## src/rtl/cs_map_pkg.sv

```systemverilog
package cs_map_pkg;
  typedef enum logic [1:0] {
    MAP_DIRECT = 2'd0,
    MAP_MIRROR = 2'd1,
    MAP_UPPER  = 2'd2
  } map_mode_e;
endpackage

```

## src/rtl/cs_mode_decode.sv

```systemverilog
module cs_mode_decode
  import cs_map_pkg::*;
(
  input  logic      parallel_i,
  input  logic      stacked_i,
  input  logic      upper_page_i,
  output map_mode_e mode_o
);
  // parallel wins over stacked upper page
  always_comb begin
    if (parallel_i)                     mode_o = MAP_MIRROR;
    else if (stacked_i && upper_page_i) mode_o = MAP_UPPER;
    else                                mode_o = MAP_DIRECT;
  end
endmodule

```

## src/rtl/cs_field_remap.sv

```systemverilog
module cs_field_remap
  import cs_map_pkg::*;
#(
  parameter int CS_W = 2
) (
  input  logic [CS_W-1:0] cfg_n_i,
  input  map_mode_e       mode_i,
  output logic [CS_W-1:0] sel_o
);
  logic [CS_W-1:0] req;
  assign req = ~cfg_n_i;

  for (genvar i = 0; i < CS_W; i++) begin : g_bit
    if (i == 0) begin : g_lo
      always_comb begin
        unique case (mode_i)
          MAP_DIRECT: sel_o[i] = req[0];
          MAP_MIRROR: sel_o[i] = req[0];
          default:    sel_o[i] = 1'b0;
        endcase
      end
    end else if (i == 1) begin : g_hi
      always_comb begin
        unique case (mode_i)
          MAP_DIRECT: sel_o[i] = req[1];
          default:    sel_o[i] = req[0];
        endcase
      end
    end else begin : g_rest
      assign sel_o[i] = (mode_i == MAP_DIRECT) ? req[i] : 1'b0;
    end
  end
endmodule

```

## src/rtl/cs_auto_gate.sv

```systemverilog
module cs_auto_gate #(
  parameter int CS_W = 2
) (
  input  logic [CS_W-1:0] sel_i,
  input  logic            manual_i,
  input  logic            tx_empty_i,
  output logic [CS_W-1:0] sel_o
);
  logic drop;
  assign drop  = !manual_i && tx_empty_i;
  assign sel_o = drop ? '0 : sel_i;
endmodule

```

## src/rtl/cs_state_reg.sv

```systemverilog
module cs_state_reg #(
  parameter int CS_W = 2
) (
  input  logic            clk_i,
  input  logic            rst_ni,
  input  logic [CS_W-1:0] sel_d_i,
  output logic [CS_W-1:0] cs_n_o,
  output logic [CS_W-1:0] change_o,
  output logic            idle_o
);
  logic [CS_W-1:0] sel_q, chg_q;
  logic            idle_q;

  always_ff @(posedge clk_i or negedge rst_ni) begin
    if (!rst_ni) begin
      sel_q  <= '0;
      chg_q  <= '0;
      idle_q <= 1'b1;
    end else begin
      sel_q  <= sel_d_i;
      chg_q  <= sel_d_i ^ sel_q;
      idle_q <= ~|sel_d_i;
    end
  end

  assign cs_n_o   = ~sel_q;
  assign change_o = chg_q;
  assign idle_o   = idle_q;
endmodule

```

## src/rtl/dual_flash_cs_mapper.sv

```systemverilog
module dual_flash_cs_mapper
  import cs_map_pkg::*;
#(
  parameter int CS_W = 2
) (
  input  logic            clk_i,
  input  logic            rst_ni,
  input  logic [CS_W-1:0] cs_cfg_i,
  input  logic            manual_i,
  input  logic            parallel_i,
  input  logic            stacked_i,
  input  logic            upper_page_i,
  input  logic            tx_empty_i,
  output logic [CS_W-1:0] cs_n_o,
  output logic [CS_W-1:0] cs_change_o,
  output logic            snoop_idle_o
);
  map_mode_e       mode;
  logic [CS_W-1:0] sel_map, sel_gated;

  cs_mode_decode u_mode (
    .parallel_i  (parallel_i),
    .stacked_i   (stacked_i),
    .upper_page_i(upper_page_i),
    .mode_o      (mode)
  );

  cs_field_remap #(.CS_W(CS_W)) u_remap (
    .cfg_n_i(cs_cfg_i),
    .mode_i (mode),
    .sel_o  (sel_map)
  );

  cs_auto_gate #(.CS_W(CS_W)) u_gate (
    .sel_i     (sel_map),
    .manual_i  (manual_i),
    .tx_empty_i(tx_empty_i),
    .sel_o     (sel_gated)
  );

  cs_state_reg #(.CS_W(CS_W)) u_state (
    .clk_i   (clk_i),
    .rst_ni  (rst_ni),
    .sel_d_i (sel_gated),
    .cs_n_o  (cs_n_o),
    .change_o(cs_change_o),
    .idle_o  (snoop_idle_o)
  );
endmodule

```

## config.mk

```make
export PLATFORM = sky130hd
export DESIGN_NAME = dual_flash_cs_mapper
export DESIGN_NICKNAME = d
export VERILOG_FILES = /design/src/rtl/cs_map_pkg.sv /design/src/rtl/cs_mode_decode.sv /design/src/rtl/cs_field_remap.sv /design/src/rtl/cs_auto_gate.sv /design/src/rtl/cs_state_reg.sv /design/src/rtl/dual_flash_cs_mapper.sv
export SDC_FILE = /design/constraint.sdc
export NUM_CORES = 1
export LEC_CHECK = 0
export BUFFER_PORTS_ARGS = -buffer_cell sky130_fd_sc_hd__buf_4
export CAP_MARGIN = 20
export CORE_AREA = 3 3 40 42
export DETAILED_ROUTE_END_ITERATION = 16
export DIE_AREA = 0 0 43 45
export PLACE_DENSITY_LB_ADDON = 0.3
export SYNTH_ARGS = -nofsm -noshare
export SYNTH_HDL_FRONTEND = slang
export SYNTH_SLANG_ARGS = --single-unit
export TNS_END_PERCENT = 1
```

## constraint.sdc

```tcl
create_clock -name clk_i -period 1.8 [get_ports clk_i]
set_input_delay 0.09 -clock clk_i [delete_from_list [all_inputs] [get_ports clk_i]]
set_output_delay 0.09 -clock clk_i [all_outputs]
set_load 0.02 [all_outputs]
```

Yosys cells after proc, flatten, opt, wreduce, memory -nomap -nowiden
Index checks and enable logic that the tools add are counted.
{ "totals": {"wordCells": 19, "ff_bits": 5, "output_inout_bits": 5} }
{ "op_classes": {"bitwise_logic": 3, "n_eq_ne": 1, "reduce_logical": 7, "n_mux": 5} }
{ "op_table": {"columns": ["cell", "count"], "rows": [
  ["$mux W2", 3],
  ["$not A2 Y2", 2],
  ["$reduce_or A2 Y1", 2],
  ["$eq A2 B1 Y1 const B", 1],
  ["$logic_and A1 B1 Y1", 2],
  ["$logic_not A1 Y1", 2],
  ["$logic_not A2 Y1", 1],
  ["$mux W1", 2],
  ["$xor A2 B2 Y2", 1]
]} }

Longest topological paths before layout
{ "depth": {"word_depth": 9, "depth_mapped": 4} }

Hierarchy
From an unflattened synthesis, not the netlist that was laid out.
{ "hier_totals": {"cells_unflattened": 18, "area_unflattened_um2": 207.7} }
{ "by_module_without_submodules": {"columns": ["mod", "instances", "seq_area_each_um2", "area_per_inst_um2", "cells_per_inst"], "rows": [
  ["cs_state_reg", 1, 126.4, 155.1, 10],
  ["cs_auto_gate", 1, 0.0, 18.8, 3],
  ["cs_field_remap", 1, 0.0, 17.5, 3],
  ["cs_mode_decode", 1, 0.0, 16.3, 2]
]} }

Worst setup path before layout
OpenSTA, ideal clock, no wires.
{ "synth_timing": {"path_type": "in2reg", "startpoint": "input stacked_i", "endpoint": "register u_state.chg_q[1] (netlist: u_state.change_o[1])", "path_slack_ns": 1.030, "t_arrival_ns": 0.690, "path_stages": 4, "setup_ns": 0.080, "t_required_ns": 1.720, "n_path_buf": 0, "cell_sequence": "a21oi_2 -> nor2b_1 -> a211oi_2 -> xnor2_1"} }
{ "synth_between": {"elab_chain_cells": 7} }
{ "synth_rtl": {"columns": ["item", "line", "source"], "rows": [
  ["start, declared", "dual_flash_cs_mapper.sv:11", "input logic stacked_i,"],
  ["$logic_and A1 B1 Y1", "cs_mode_decode.sv:12", "else if (stacked_i && upper_page_i) mode_o = MAP_UPPER;"],
  ["$mux W2", "cs_mode_decode.sv:12", null],
  ["$mux W2", "cs_mode_decode.sv:11", "if (parallel_i) mode_o = MAP_MIRROR;"],
  ["$logic_not A2 Y1", "cs_field_remap.sv:24", "unique case (mode_i)"],
  ["$mux W1", "cs_field_remap.sv:24", null],
  ["$mux W2", "cs_auto_gate.sv:11", "assign sel_o = drop ? '0 : sel_i;"],
  ["net sel_gated[1]", "dual_flash_cs_mapper.sv:19", "logic [CS_W-1:0] sel_map, sel_gated;"],
  ["$xor A2 B2 Y2", "cs_state_reg.sv:21", "chg_q <= sel_d_i ^ sel_q;"],
  ["end signal, assigned", "cs_state_reg.sv:21", null],
  ["end, declared", "cs_state_reg.sv:11", "logic [CS_W-1:0] sel_q, chg_q;"]
]} }
The timed path passes the listed nets, and every way through them passes these cells.

Final worst setup path
{ "layout_timing": {"startpoint": "register u_state.idle_q (netlist: u_state.idle_o)", "endpoint": "output snoop_idle_o"} }
{ "layout_rtl": {"columns": ["item", "line", "source"], "rows": [
  ["start, declared", "cs_state_reg.sv:12", "logic idle_q;"],
  ["start signal, assigned", "cs_state_reg.sv:22", "idle_q <= ~|sel_d_i;"],
  ["end, declared", "dual_flash_cs_mapper.sv:16", "output logic snoop_idle_o"]
]} }
No word-level cell between the ends.

==> summary.md <==
| Metric | Value |
|---|---|
| Status | `finished, final reports clean` |
| GRT Total Usage | `0.0545` |
| Post-CTS Setup Bufs | `0` |
| Register bit count reported by yosys | `5` |
| Clock sink count | `5` |
| Leak Pwr | `0.170 nW` |
| CP bufs+invs | `1` |
| Final Non-Filler Cells | `50` |
| Vias in the first global route | `211` |
| CP Class | `reg -> out` |
| Worst reg-to-reg path cell count | `2` |
| Area leader, netlist | `dfrtp_1` |
| Startpoint types | `register` |
| Clk_lat worst skew | `0.23 ns` |
| Drc violations | `0` |
| Hold_ws | `0.0364 ns` |
| Crit path required time | `1.71 ns` |
| I/O Buffers | `13` |
| Max_slew headroom | `0.819` |
| Crit. End Element | `primary output` |
| Total wire length | `406 um` |
| Synth Area per Inst | `12.1 um2` |
| Die Y | `~45 um` |
| Slew Viols, Final | `0` |
| Measured slew at the worst slew-check pin | `0.271 ns` |
| Clock root buffer | `clkbuf_4` |
| Critical path peak fanout | `1` |
| CTS Buffer Depth | `2` |
| Arr. time, crit path | `0.87 ns` |
| MaxCap Viol Count | `0` |
| Area delta synth->final | `73.9%` |
| Post-synth top area share | `0.485` |
| Initial antenna violation count | `0` |
| Die ar. | `around 0.0019 mm2` |
| Post-synthesis sequential area ratio | `0.612` |
| Avg WL per Cell | `8.12 um` |
| Stages on worst setup path | `1` |
| Pre-antenna DRT Iters | `1` |
| Area of the mapped netlist | `206 um2` |
| Ports | `14` |
| DR vias | `between 150 and 200` |
| Final Cycle Share | `0.532` |
| Tightest Hold Check Type | `in -> reg` |
| H-tree depth | `1` |
| Final core utilization | `0.279` |
| Initial Util | `0.161` |
| Global route overflow | `0` |
| Antenna Nets Post-Route | `0` |
| Die W | `43 um` |
| Vias per cell | `between 3 and 4` |
| Most common cell after layout, fill and taps aside | `buf_4` |
| Critical path's top delay family | `flip-flops` |
| RSZ-0062 raised after global routing | `no` |
| Post-route setup TNS | `0 ns` |
| Total nets after synthesis | `26` |
| Reg clk slew, reported paths | `about 0.04 ns` |
| Fin. Hold Viols | `0` |
| Slowest cell on crit path | `dfstp_2` |
| Worst Skew | `about 0.000043 ns` |
| GP Congestion | `0.728` |
| Post-synth cell types | `10` |
| Max VDD drop | `0.191 mV` |
| Worst hold path cell count | `2` |
| Diode count | `0` |
| Synth warn | `0` |
| Inserted Clock Buffers | `3` |
| Placed instance count | `45` |
| Placeable Area | `0.00128 mm2` |
| PwrDens | `930 mW/mm2` |
| TritonCTS clock tree | `built` |
| Setup-failing EPs final | `0` |
| Largest net degree at the start of global routing | `6` |
| DRT iter0 DRCs | `0` |
| Critical Path Max Stage Delay | `0.51 ns` |
| Commonest non-fill, non-tap cells in the layout | `buf_4, dfrtp_1, clkbuf_4` |
| # rows | `13` |
| First-pass GRT wire length | `690 um` |
| Cell count after synthesis | `17` |
| Area contributors post-synth | `dfrtp_1, dfstp_2, xnor2_1` |
| Critical Path, Cell by Cell | `buf_4` |
| Max Fclk | `1.04 GHz` |
| Tmin final | `about 0.96 ns` |
| Final nets | `45` |
| Share of cells above drive strength 1 | `0.571` |
## cell type report
cell class,count,area (um2)
clock buffers,4,26.3
fillers,142,926
inverters,2,7.51
multi-input cells,10,72.6
flip-flops and latches,5,126
well taps,15,18.8
repair buffers,14,108
## sequential cells by signal, summed over array words and instances, names as in the netlist
| register | flops |
|---|---|
| u_state.sel_q | 2 |
| u_state.idle_o | 1 |
| u_state.change_o | 2 |
## synthesized netlist by cell type
cell      instances
inv_1             2
dfrtp_1           4
nor3_2            1
nand2_1           1
a21oi_2           1
dfstp_2           1
xnor2_1           2
nor2b_1           2
nor2_1            2
a211oi_2          1
## timing repair
action / in CTS / in global routing
hold endpoints to repair: 5 / 0
gates resized for setup: 0 / 0
hold buffers: 1 / 0
## cell families (layout without fill, tap and decap cells)
group                     Yosys count  count (layout)  synth area share
AOI/OAI and AO/OA                   2               2             0.103
xor gates and xnor gates            2               2            0.0849
buffers and inverters               2              20            0.0364
DFF                                 5               5             0.612
and+or+nand+nor                     6               6             0.164
## power by group
part	switching, W	internal (W)
Sequential	0.00000347	0.000128
Combinational	0.0000393	0.0000394
Clock	0.0000404	0.0000834
## per-stage QoR
step	setup WS, ns	instance area (um2)	power [W]
floorplan	1.03	206	0.000170
global placement	0.842	323	0.000210
detailed placement	0.832	323	0.000212
CTS	0.826	359	0.000345
global route	0.808	359	0.000356
finish	0.843	359	0.000334
## per-layer routing
metal  share of wire  track usage  vias to the layer above
li1                -            -                       89
met5               0            0                        -
met3            0.21       0.0319                        0
met4               0       0.0723                        0
met2            0.48       0.0868                       14
met1            0.31       0.0394                       80
## path summary, 6_finish.rpt
| check | start | end | slack [ns] |
|---|---|---|---|
| worst max-delay path | u_state.idle_o | snoop_idle_o | 0.84 |
| worst min-delay path | cs_cfg_i[0] | u_state.sel_q[0] | 0.04 |
| worst max register to register | u_state.sel_q[0] | u_state.change_o[0] | 1.18 |
| worst min register to register | u_state.sel_q[1] | u_state.change_o[1] | 0.52 |
| max in group asynchronous | rst_ni | u_state.idle_o | 1.42 |
| min in group asynchronous | rst_ni | u_state.change_o[1] | 0.19 |
No activity file was read; power rests on OpenSTA's default activity.
